### src/rtl/mgmt_irq_ctrl.sv
module mgmt_irq_ctrl #(
  parameter int CLK_KHZ    = 100000,
  parameter int RST_MIN_US = 2,
  parameter int INIT_MS    = 2000,
  parameter int NALM       = 8
) (
  input  logic            clk,
  input  logic            por_n,
  input  logic            resetl_pin,
  input  logic            modsel_n,
  input  logic [3:0]      los_raw,
  input  logic [3:0]      txfault_raw,
  input  logic [NALM-1:0] alarm_raw,
  input  logic            reg_re,
  input  logic            reg_we,
  input  logic [6:0]      reg_addr,
  input  logic [7:0]      reg_wdata,
  output logic [7:0]      reg_rdata,
  output logic            intl_n
);
  localparam int RST_RAW  = CLK_KHZ * RST_MIN_US / 1000;
  localparam int RST_CYC  = (RST_RAW < 2) ? 2 : RST_RAW;
  localparam int INIT_RAW = CLK_KHZ * INIT_MS;
  localparam int INIT_CYC = (INIT_RAW < 1) ? 1 : INIT_RAW;
  localparam int RW       = $clog2(RST_CYC + 1);
  localparam int IW       = $clog2(INIT_CYC + 1);
  localparam int NM       = 8 + NALM;

  localparam logic [6:0] A_STAT = 7'd2;
  localparam logic [6:0] A_FLG0 = 7'd3;
  localparam logic [6:0] A_FLG1 = 7'd4;
  localparam logic [6:0] A_RDY  = 7'd5;
  localparam logic [6:0] A_MSK0 = 7'd6;
  localparam logic [6:0] A_MSK1 = 7'd7;

  typedef enum logic [1:0] {S_INIT = 2'd0, S_HOLD = 2'd1, S_RUN = 2'd2} st_t;

  logic [1:0]    rs_q, ms_q;
  logic [NM-1:0] m1, m2, mprev, flg, mask;
  logic [RW-1:0] lowcnt;
  logic [IW-1:0] icnt;
  st_t           st;
  logic          rdyf, irq_q;

  wire rs_hi   = rs_q[1];
  wire sel     = ~ms_q[1];
  wire running = (st == S_RUN);
  wire dnr     = ~running;
  wire take    = ~rs_hi && (lowcnt == RW'(RST_CYC - 1));
  wire done    = (st == S_INIT) && (icnt == IW'(INIT_CYC - 1)) && !take;
  wire rd_ok   = reg_re && sel;
  wire wr_ok   = reg_we && sel;
  wire [NM-1:0] rise = m2 & ~mprev;

  logic [NM-1:0] clr;
  always_comb begin
    clr = '0;
    if (rd_ok && reg_addr == A_FLG0) clr[7:0] = '1;
    if (rd_ok && reg_addr == A_FLG1) clr[NM-1:8] = '1;
  end

  always_ff @(posedge clk or negedge por_n)
    if (!por_n) begin
      rs_q <= 2'b11;
      ms_q <= 2'b11;
      m1 <= '0;
      m2 <= '0;
    end else begin
      rs_q <= {rs_q[0], resetl_pin};
      ms_q <= {ms_q[0], modsel_n};
      m1 <= {alarm_raw, txfault_raw, los_raw};
      m2 <= m1;
    end

  always_ff @(posedge clk or negedge por_n)
    if (!por_n) lowcnt <= '0;
    else if (rs_hi) lowcnt <= '0;
    else if (lowcnt != RW'(RST_CYC - 1)) lowcnt <= lowcnt + 1'b1;

  always_ff @(posedge clk or negedge por_n)
    if (!por_n) begin
      st <= S_INIT;
      icnt <= '0;
    end else if (take) begin
      st <= S_HOLD;
      icnt <= '0;
    end else begin
      case (st)
        S_HOLD: if (rs_hi) st <= S_INIT;
        S_INIT: if (done) st <= S_RUN; else icnt <= icnt + 1'b1;
        default: st <= S_RUN;
      endcase
    end

  always_ff @(posedge clk or negedge por_n)
    if (!por_n) begin
      mprev <= '0;
      flg <= '0;
      rdyf <= 1'b0;
      mask <= '0;
      irq_q <= 1'b0;
    end else begin
      mprev <= running ? m2 : '0;
      if (take || !running) flg <= '0;
      else flg <= (flg & ~clr) | rise;
      if (take) rdyf <= 1'b0;
      else if (done) rdyf <= 1'b1;
      else if (rd_ok && reg_addr == A_RDY) rdyf <= 1'b0;
      if (take) mask <= '0;
      else if (wr_ok && reg_addr == A_MSK0) mask[7:0] <= reg_wdata;
      else if (wr_ok && reg_addr == A_MSK1) mask[NM-1:8] <= reg_wdata[NALM-1:0];
      irq_q <= rdyf || (|(flg & ~mask));
    end

  assign intl_n = ~irq_q;

  logic [7:0] alf, alm;
  always_comb begin
    alf = '0;
    alm = '0;
    alf[NALM-1:0] = flg[NM-1:8];
    alm[NALM-1:0] = mask[NM-1:8];
    reg_rdata = '0;
    if (rd_ok)
      case (reg_addr)
        A_STAT:  reg_rdata = {7'd0, dnr};
        A_FLG0:  reg_rdata = flg[7:0];
        A_FLG1:  reg_rdata = alf;
        A_RDY:   reg_rdata = {7'd0, rdyf};
        A_MSK0:  reg_rdata = mask[7:0];
        A_MSK1:  reg_rdata = alm;
        default: reg_rdata = '0;
      endcase
  end
endmodule


### config.mk
export PLATFORM = sky130hd
export DESIGN_NAME = mgmt_irq_ctrl
export DESIGN_NICKNAME = d
export VERILOG_FILES = /design/src/rtl/mgmt_irq_ctrl.sv
export SDC_FILE = /design/constraint.sdc
export NUM_CORES = 1
export LEC_CHECK = 0
export ABC_CLOCK_PERIOD_IN_PS = 2230
export BUFFER_PORTS_ARGS = -buffer_cell sky130_fd_sc_hd__buf_4
export CORE_MARGIN = 5
export CORE_UTILIZATION = 59
export DETAILED_ROUTE_END_ITERATION = 6
export GPL_ROUTABILITY_DRIVEN = 1
export PLACE_DENSITY = 0.76
export SLEW_MARGIN = 5
export SYNTH_ARGS = -nofsm -noshare
export SYNTH_HDL_FRONTEND = slang
export SYNTH_SLANG_ARGS = --single-unit
export TNS_END_PERCENT = 20
### constraint.sdc
create_clock -name clk -period 2.23 [get_ports clk]
set_input_delay 0.446 -clock clk [delete_from_list [all_inputs] [get_ports clk]]
set_output_delay 0.446 -clock clk [all_outputs]
set_load 0.02 [all_outputs]
---- Word level (Yosys, flattened, before mapping) ----
Index checks and enable logic that the tools add are counted.
cells by class
  add/sub/neg operators ................... 2
  equal/unequal tests ..................... 15
  mux-type cells .......................... 22
  bitwise gates (word level) .............. 11
  reductions and logical operators ........ 24
operators with widths
  operator                                                               number
  28-bit 2-to-1 mux                                                      3
  8-bit 2-to-1 mux                                                       8
  16-bit bitwise AND                                                     3
  16-bit 2-to-1 mux                                                      3
  16-bit NOT                                                             3
  8-bit one-hot mux with 6 select lines                                  1
  28-bit by 1-bit adder with 28-bit output, second input constant        1
  28-bit equality test, second input constant                            1
  7-bit by 3-bit equality test with 1-bit output, second input constant  4
  16-bit bitwise OR                                                      1
  16-bit OR reduction                                                    1
  7-bit by 2-bit equality test with 1-bit output, second input constant  2
  1-bit logical AND                                                      10
  8-bit by 1-bit adder with 8-bit output, second input constant          1
  8-bit equality test, second input constant                             1
  8-bit != test, second input constant                                   1
  2-bit nonzero test                                                     4
  2-bit 2-to-1 mux                                                       3
  3-bit != test, second input constant                                   2
  2-bit AND reduction                                                    3
  2-bit != test, second input constant                                   2
  1-bit NOT                                                              4
  2-bit one-hot mux with 2 select lines                                  1
  1-bit 2-to-1 mux                                                       3
  6 further kinds                                                        8
word-level totals
  register bits after elaboration ......... 124
  input port bits ......................... 37
  output and inout port bits .............. 9
  logic and storage cells ................. 87

---- Logic depth before layout (Yosys ltp) ----
Gate-level depths: netlist (run 1).
  depth in word-level cells ............... 8
  gate-level depth with buffers ........... 8
  gate-level depth less buffers ........... 6

---- Least setup slack after synthesis (run 1) ----
No wires, ideal clock.
  kind .................................... input to output
  from .................................... in reg_addr[5]
  to ...................................... out reg_rdata[5]
  data arrival time ....................... 1.874 ns
  slack ................................... -0.090 ns
  stages on the path ...................... 5
  path through ............................ or3_1 -> nor3_2 -> buf_2 -> a22oi_1 -> a21oi_1
on the way
  word-level cells in the longest chain between the ends .. 3
RTL lines
  what                                                                                                                     RTL line  source
  from (decl)                                                                                                              16        input logic [6:0] reg_addr,
  7-bit by 3-bit equality test with 1-bit output / 7-bit by 2-bit equality test with 1-bit output (equally long branches)  125       case (reg_addr)
  8-bit one-hot mux with 6 select lines *                                                                                  125
  8-bit 2-to-1 mux *                                                                                                       124       if (rd_ok)
  to (decl)                                                                                                                18        output logic [7:0] reg_rdata,
Every way passes the cells marked *; elsewhere a longest branch is shown, timed or not.

---- Worst setup path after layout (run 1) ----
  from .................................... in reg_addr[6]
  to ...................................... out reg_rdata[3]
Same word-level chain as after synthesis.

==> results of run 1 <==
power by group:
part / switching, mW / internal (mW)
Sequential: 0.0348 / 2.31
Clock: 1.15 / 1.55
Combinational: 0.102 / 0.0898
Total: 1.29 / 3.95
cell usage after synthesis (all sizes together) (3+ instances only):
cell type,count,area share
dfrtp,120,0.57
a21oi,54,0.052
nand2,43,0.031
nor2,34,0.025
nand3,31,0.031
inv,22,0.016
and2,19,0.022
nor2b,18,0.021
o21ai,15,0.016
a22oi,14,0.020
buf,13,0.021
nand4,13,0.015
or3,13,0.016
and3,11,0.013
xor2,10,0.017
or4,9,0.013
clkbuf,8,0.0059
nor3,8,0.0095
o211ai,7,0.0099
dfstp,4,0.020
a221oi,3,0.0050
and4,3,0.0054
nor3b,3,0.0043
nor4b,3,0.0090
o22ai,3,0.0035
o31ai,3,0.0052
metrics by stage:
stage	util	setup TNS [ns]	instances	power (mW)	setup WS [ns]
finish	0.751	-0.116	694	5.24	-0.0351
CTS	0.748	-0.200	692	5.27	-0.0420
detailed placement	0.668	-0.486	654	2.57	-0.0819
global placement	0.668	-0.327	654	2.56	-0.0517
floorplan	-	-0.0899	499	2.43	-0.0899
global route	0.751	-0.747	694	5.42	-0.125
metal layers:
metal | track usage | vias to the layer above | wire length, microns
met1 | 0.324 | 2021 | 5060
met2 | 0.364 | 173 | 5700
met5 | 0 | - | 0
met4 | 0.0676 | 0 | 238
met3 | 0.0561 | 38 | 816
li1 | - | 1918 | -
cell type report:
| cell class | instances | share of cell area |
|---|---|---|
| flip-flops and latches | 124 | 0.475 |
| repair buffers | 76 | 0.0944 |
| clock buffers | 17 | 0.0633 |
| inverters | 22 | 0.0126 |
| clock inverters | 15 | 0.0266 |
| well taps | 108 | 0.0206 |
| multi-input cells | 332 | 0.307 |
cells by family (layout without fill, tap and decap cells):
group | after synthesis | count (layout) | synth area share
AO/OA/AOI/OAI | 106 | 106 | 0.122
XOR/XNOR | 12 | 12 | 0.0199
adder cells (fa/ha/maj) | 2 | 2 | 0.00473
buffers and inverters | 43 | 130 | 0.0421
flip-flops | 124 | 124 | 0.587
multiplexers | 1 | 1 | 0.00189
AND/OR/NAND/NOR | 211 | 211 | 0.222
critical path: stages:
cell and delay (ns):
buf_6 0.09, or3_4 0.39, buf_6 0.14, nor3_4 0.19, buf_2 0.17, a22oi_1 0.09, a21oi_1 0.14, buf_4 0.16
sequential cells by signal, indices dropped and copies added, names as in the netlist:
register and count:
flg 16, icnt 28, irq_q 1, lowcnt 8, m1 16, m2 16
mask 16, mprev 16, ms_q 2, rdyf 1, rs_q 2, st 2
how the worst max path moves through the flow:
stage                   end  slack, ns
6_report       reg_rdata[3]      -0.04
5_1_grt        reg_rdata[0]      -0.13
4_1_cts        reg_rdata[1]      -0.04
3_5_place_dp   reg_rdata[1]      -0.08
3_3_place_gp   reg_rdata[1]      -0.05
2_1_floorplan  reg_rdata[6]      -0.09
timing repair:
action,CTS,global route
buffers inserted,3,2
setup endpoints to repair,8,8
gates resized for setup,17,4
hold buffers,1,0
hold endpoints to repair,72,0
pin swaps,5,1
cloned,2,0
==> impl_metrics.yaml, run 1 <==
die:
  core_area_sq_um: 8720
  io_pins: 46
  die_x_microns: 105
  initial_core_util: 0.607
  core.rowCount: 34
  dieArea_sq_um: 11000
  die_y_microns: 105
layout:
  fillerInstances: 554
  multi_input_area_sq_um: 2010
  diodes: 0
  drive_above_1_share: 0.235
  design_area_sq_um: 6550
  seq_area_sq_um: 3110
  final_nets: 612
  final_common_cell: "dfrtp_1"
  syn_to_final_growth_pct: 23.7
  layout_common_cells: "119 x dfrtp_1, 66 x buf_4, 51 x a21oi_1, 43 x nand2_1, 32 x nor2_1"
drt:
  vias_per_cell: 5.98
  drc: 0
  wl_per_cell_microns: 17.0
  drtIter0Drc: 336
  wirelength_microns: 11800
  detail-route-antenna-nets: 0
  num_vias: 4150
  dr.pass1.iters: 7
logic_synthesis:
  ys_ff_latch: 124
  yosysUniqueCellTypes: 54
  synth_area_sq_um: 5290
  synthArstFlopShare: 1.00
  syn-mean-instance-area_sq_um: 10.6
  synth-seq-area-share: 0.587
  syn-num-nets: 538
  synth_edf_count: 0
  synth_flop_cell: "dfrtp_1"
  syn_inst: 499
  ys_warn_count: 0
timing:
  hold_viol: 0
  fin_skew_ns: 0.00836
  rsz0062_at_grt: "true"
  fin_crit_sh: 1.02
  finalSetupViolations: 6
  hold_ws_ns: 0.0310
  fmax_mhz: 441
  drv_slew: 0
  relSlewSlack: 0.639
  tightest_slew_ns: 0.541
  layout_setup_ws_ns: -0.0351
  post-route-min-period_ns: 2.27
global_route:
  grt_usage: 0.231
  grt_max_degree: 77
  grt_remaining_overflow: 0
  grt_pass1_vias: 4116
  antenna_found_initial: 0
  grt_pass1_wl_microns: 20700
run_status:
  violations: "setup timing"
  status: "finished, violations left"
clock_network:
  clk_path_buf_depth: 2
  clk_pin_slew_ns: 0.06
  clkLatencyLatePin_ns: 0.52
  numCtsBuffers: 17
  clockRootBuffer: "clkbuf_8"
  cts_sinks: 124
  cts_tree: "done"
  cts_max_level: 4
critical_path:
  critPathArrivalTime_ns: 1.82
  worst-r2r-cell-count: 6
  end_kind: "output port"
  ff2ff_setup_slack_ns: 0.22
  cp_max_fo: 3
  required_ns: 1.78
  crit_type: "in -> out"
  reg2reg_from: "lowcnt[3]"
  start_kind: "primary input"
  startpoint: "reg_addr[6]"
  reg2reg_to: "mask[8]"
power:
  p_leak_nw: 2.93
  p_per_area_nw_per_um2: 800
  peakVddDrop_mv: 0.604
job:
  maxCapViolCount: 0
min_path:
  hp-start: "resetl_pin"
  holdPathStages: 1
  hold_path_class: "in -> reg"
  holdPathEnd: "rs_q[0]"
place:
  place_hpwl_microns: 7450
  dpl_cell_area_sq_um: 5830
  portBuffers: 45
  globalplace.congestion: 1.01
(Power assumes the default switching activity.)
==> run 2: changes to the inputs <==
--- a/config.mk
+++ b/config.mk
@@ -5,13 +5,15 @@
 export SDC_FILE = /design/constraint.sdc
 export NUM_CORES = 1
 export LEC_CHECK = 0
+export ABC_AREA = 1
 export ABC_CLOCK_PERIOD_IN_PS = 2230
 export BUFFER_PORTS_ARGS = -buffer_cell sky130_fd_sc_hd__buf_4
 export CORE_MARGIN = 5
-export CORE_UTILIZATION = 59
+export CORE_UTILIZATION = 60
 export DETAILED_ROUTE_END_ITERATION = 6
 export GPL_ROUTABILITY_DRIVEN = 1
-export PLACE_DENSITY = 0.76
+export PLACE_DENSITY = 0.77
+export REMOVE_ABC_BUFFERS = 1
 export SLEW_MARGIN = 5
 export SYNTH_ARGS = -nofsm -noshare
 export SYNTH_HDL_FRONTEND = slang
==> impl_metrics.yaml, run 2 <==
logic_synthesis:
  ys_ff_latch: 124
  synth_edf_count: 0
  syn-mean-instance-area_sq_um: 8.07
  synth-seq-area-share: 0.527
  synthArstFlopShare: 1.00
  syn_inst: 730
  synth_area_leaders: "dfrtp_1 51%, nand2_1 15%, nor2_1 6.1%, inv_1 4.1%, nand3_1 4.1%"
  synth_top_area_share: 0.510
  ys_warn_count: 0
  synth_area_sq_um: 5890
  yosysMostFrequentCell: "nand2_1"
  synth_flop_cell: "dfrtp_1"
  synthTopCellsByCount: "236 x nand2_1, 120 x dfrtp_1, 95 x nor2_1, 65 x inv_1, 48 x nand3_1"
  yosysUniqueCellTypes: 36
  synth_area_leader_cell: "dfrtp_1"
run_status:
  status: "completed"
die:
  initial_core_util: 0.609
  dieArea_sq_um: 11900
  core.rowCount: 36
  die_x_microns: 109
  die_y_microns: 109
  io_pins: 46
  core_area_sq_um: 9680
global_route:
  grt_pass1_vias: 4802
  grt_pass1_wl_microns: 23000
  antenna_found_initial: 0
  grt_max_degree: 64
  grt_usage: 0.255
  grt_remaining_overflow: 0
clock_network:
  clockRootBuffer: "clkbuf_8"
  numCtsBuffers: 17
  cts_sinks: 124
  postCtsSetupBuffers: 0
  clkLatencyLatePin_ns: 0.52
  clk_pin_slew_ns: 0.06
  clk_path_buf_depth: 2
  cts_tree: "done"
  cts_max_level: 4
layout:
  drive_above_1_share: 0.182
  diodes: 0
  layout_common_cells: "234 x nand2_1, 120 x dfrtp_1, 95 x nor2_1, 64 x inv_1, 59 x buf_4"
  final_nets: 844
  regMostFlops: "icnt"
  design_area_sq_um: 7130
  largest_reg_flops: 28
  fillerInstances: 723
  syn_to_final_growth_pct: 21.0
  final_common_cell: "nand2_1"
  final_core_util: 0.736
timing:
  hold_viol: 0
  rsz0062_at_grt: "false"
  relSlewSlack: 0.700
  fin_crit_sh: 0.960
  drv_slew: 0
  layout_setup_ws_ns: 0.0883
  fin_skew_ns: 0.00759
  finalSetupViolations: 0
  tightest_slew_ns: 0.446
  fmax_mhz: 467
  fin_tns_setup_ns: 0
  post-route-min-period_ns: 2.14
drt:
  num_vias: 5049
  vias_per_cell: 5.31
  drtIter0Drc: 459
  wl_per_cell_microns: 14.8
  detail-route-antenna-nets: 0
  dr.pass1.iters: 5
  wirelength_microns: 14100
  drc: 0
place:
  dpl_cell_area_sq_um: 6430
  portBuffers: 45
  place_hpwl_microns: 9850
  globalplace.congestion: 0.971
  post-place-ws_ns: 0.0854
critical_path:
  crit_type: "reg -> out"
  end_kind: "output port"
  critPathArrivalTime_ns: 1.70
  required_ns: 1.78
  start_kind: "flop"
  cp_max_fo: 4
job:
  maxCapViolCount: 0
power:
  p_leak_nw: 3.43
  power_mw: 5.22
  peakVddDrop_mv: 0.581
  p_per_area_nw_per_um2: 732
min_path:
  hold_path_class: "in -> reg"
[run 2: cell families (layout without fill, tap and decap cells)]
group	after synthesis	count (layout)	share of synthesized area
adder cells (fa/ha/maj)	2	2	0.00425
flip-flops	124	124	0.527
AND/OR/NAND/NOR	431	431	0.321
buffers and inverters	93	181	0.0677
XOR/XNOR	11	11	0.0163
AO/OA/AOI/OAI	69	69	0.0635
[run 2: timing repair]
| action | CTS | global route |
|---|---|---|
| endpoints found under the setup margin | 1 | 5 |
| pin swaps | 0 | 0 |
| endpoints found under the hold margin | 28 | 10 |
| hold buffers | 1 | 10 |
| gates resized for setup | 1 | 4 |
[run 2: cell type report]
type / instances / area (sq um) / area share
multi-input cells: 513 / 2400 / 0.336
clock buffers: 18 / 428 / 0.0600
inverters: 77 / 290 / 0.0407
well taps: 133 / 166 / 0.0233
clock inverters: 14 / 150 / 0.0211
repair buffers: 72 / 593 / 0.0832
flip-flops and latches: 124 / 3110 / 0.436
[run 2: worst paths after layout]
kind | start | end | slack (ns) | depth (start not counted)
setup / recovery | st[0] | reg_rdata[0] | 0.09 | 7
setup reg to reg | lowcnt[0] | flg[15] | 0.28 | 8
hold / removal | txfault_raw[3] | m1[7] | 0.02 | 1
min in group asynchronous | por_n | mask[11] | 0.41 | 2
max in group asynchronous | por_n | rs_q[1] | 1.10 | 3
hold reg to reg | m1[5] | m2[5] | 0.35 | 0
[run 2: where the power goes]
group	internal [mW]	switching, mW
sequential	2.31	0.0303
clock	1.55	1.12
combinational	0.0938	0.114
total	3.95	1.27
[run 2: through the flow]
stage	hold slack (ns)	std cells
2_1_floorplan	0.150	714
3_3_place_gp	0.332	908
3_5_place_dp	0.335	908
4_1_cts	0.00369	941
5_1_grt	-0.00226	951
6_report	0.0240	951
[run 2: routing by layer]
metal  up-vias  wire length (microns)  track usage
met5         -                      0            0
met4         0                    227       0.0875
met3        23                   1180       0.0639
met2       211                   6610        0.388
met1      2368                   6040        0.358
li1       2447                      -            -
[run 2: worst max-delay path, cell delays in order, from the launching register on]
cell and delay (ns):
dfrtp_1 0.39, inv_2 0.10, nand2_2 0.08, o211ai_1 0.17, nand3_1 0.09, a21oi_1 0.12
nor2_1 0.06, buf_4 0.16
==> run 3: changes to the inputs <==
--- a/config.mk
+++ b/config.mk
@@ -12,7 +12,7 @@
 export CORE_UTILIZATION = 60
 export DETAILED_ROUTE_END_ITERATION = 6
 export GPL_ROUTABILITY_DRIVEN = 1
-export PLACE_DENSITY = 0.77
+export PLACE_DENSITY = 0.87
 export REMOVE_ABC_BUFFERS = 1
 export SLEW_MARGIN = 5
 export SYNTH_ARGS = -nofsm -noshare
==> impl_metrics.yaml, run 3 (synthesis results as in run 2) <==
drt:
  drtIter0Drc: 526
  wl_per_cell_microns: 15.7
  drc: 0
  num_vias: 5074
  wirelength_microns: 14800
  detail-route-antenna-nets: 0
  dr.pass1.iters: 5
  vias_per_cell: 5.38
global_route:
  grt_remaining_overflow: 0
  grt_usage: 0.271
  antenna_found_initial: 0
  grt_pass1_wl_microns: 24400
  grt_max_degree: 42
  grt_pass1_vias: 4965
critical_path:
  end_kind: "output port"
  worst-r2r-cell-count: 10
  start_kind: "flop"
  ff2ff_setup_slack_ns: 0.07
  cp_max_fo: 4
  reg2reg_to: "mask[2]"
  critPathArrivalTime_ns: 1.74
  reg2reg_from: "lowcnt[0]"
  required_ns: 1.78
  crit_type: "reg -> out"
die:
  io_pins: 46
  die_y_microns: 109
  die_x_microns: 109
  dieArea_sq_um: 11900
  initial_core_util: 0.609
  core.rowCount: 36
  core_area_sq_um: 9680
timing:
  fin_skew_ns: 0.00833
  drv_slew: 0
  tightest_slew_ns: 0.552
  relSlewSlack: 0.632
  rsz0062_at_grt: "true"
  hold_viol: 0
  fmax_mhz: 457
  finalSetupViolations: 0
  fin_tns_setup_ns: 0
  fin_crit_sh: 0.980
  post-route-min-period_ns: 2.19
place:
  dp_cells: 906
  globalplace.congestion: 0.984
  place_hpwl_microns: 10300
  portBuffers: 45
  dpl_cell_area_sq_um: 6430
clock_network:
  cts_tree: "done"
  numCtsBuffers: 17
  clk_pin_slew_ns: 0.06
  cts_max_level: 4
  postCtsSetupBuffers: 0
  clk_path_buf_depth: 2
  cts_sinks: 124
  clockRootBuffer: "clkbuf_8"
  clkLatencyLatePin_ns: 0.53
layout:
  drive_above_1_share: 0.182
  diodes: 0
  final_nets: 838
  syn_to_final_growth_pct: 21.0
  largest_reg_flops: 28
  layout_common_cells: "233 x nand2_1, 120 x dfrtp_1, 94 x nor2_1, 64 x inv_1, 56 x buf_4"
  final_common_cell: "nand2_1"
  fin_cells: 944
  design_area_sq_um: 7130
  regMostFlops: "icnt"
power:
  p_comb_frac: 0.040
  p_leak_nw: 3.42
  power.share.clock: 0.519
  p_per_area_nw_per_um2: 745
  intPower_mw: 4.12
  peakVddDrop_mv: 0.707
  p_seq_frac: 0.441
  switchingPower_mw: 1.19
  p_sw_frac: 0.224
  power_mw: 5.31
min_path:
  hold_path_class: "in -> reg"
  hp-start: "txfault_raw[0]"
  holdPathEnd: "m1[4]"
  holdPathStages: 1
run_status:
  status: "completed"
job:
  maxCapViolCount: 0
[run 3: cell count changes in the layout (fill, tap and decap cells not counted), sizes merged]
cell	previous run	this run
buf	61	59
bufinv	1	2
clkbuf	18	21
clkinv	3	1
dlygate4sd3	11	7
inv	84	81
[run 3: area by class of cell]
type	count	area, sq um
Tap cell	133	166
Clock inverter	10	126
Multi-Input combinational cell	513	2420
Timing Repair Buffer	66	551
Fill cell	716	2550
Inverter	77	290
Sequential cell	124	3110
Clock buffer	21	469
[run 3: per-layer routing]
metal  part of all wire  GRT usage
met1               0.42      0.370
met2               0.48      0.423
met3              0.075     0.0728
met4              0.019     0.0866
met5                  0          0
[run 3: per-stage QoR]
step | hold WS [ns] | worst slack (ns) | util
after CTS | 0.00390 | 0.00542 | 0.727
after floorplan | 0.150 | -0.286 | -
after global routing | -0.00105 | -0.0916 | 0.736
final | 0.0198 | 0.0435 | 0.736
after global placement | 0.332 | 0.119 | 0.664
after detailed placement | 0.335 | 0.0850 | 0.664
[run 3: worst max-delay path by stage]
| stage | startpoint | to | slack (ns) | cells after the start |
|---|---|---|---|---|
| floorplan | lowcnt[0] | mask[0] | -0.29 | 10 |
| global placement | reg_addr[5] | reg_rdata[2] | 0.12 | 11 |
| detailed placement | reg_addr[5] | reg_rdata[2] | 0.09 | 9 |
| CTS | st[0] | reg_rdata[0] | 0.005 | 7 |
| global route | lowcnt[0] | mask[0] | -0.09 | 10 |
| finish | st[1] | reg_rdata[0] | 0.04 | 6 |
[run 3: power groups by stage]
stage | clock, mW | sequential (mW) | combinational [mW]
floorplan | 0 | 2.37 | 0.0656
global placement | 0 | 2.37 | 0.187
detailed placement | 0 | 2.38 | 0.197
CTS | 2.79 | 2.34 | 0.201
global route | 2.90 | 2.34 | 0.240
finish | 2.76 | 2.34 | 0.212
[run 3: timing repair]
item | 4_1_cts | 5_1_grt
setup endpoints to repair | 1 | 28
cloned | 0 | 0
resized for setup | 1 | 8
endpoints found under the hold margin | 35 | 6
hold buffers | 1 | 6
pin swaps | 0 | 2
[run 3: critical path: stages (launching register included)]
cell and delay [ns]:
dfrtp_1 0.46, nand2_1 0.14, o211ai_1 0.17, nand3_1 0.09
a21oi_1 0.12, nor2_1 0.06, buf_4 0.16
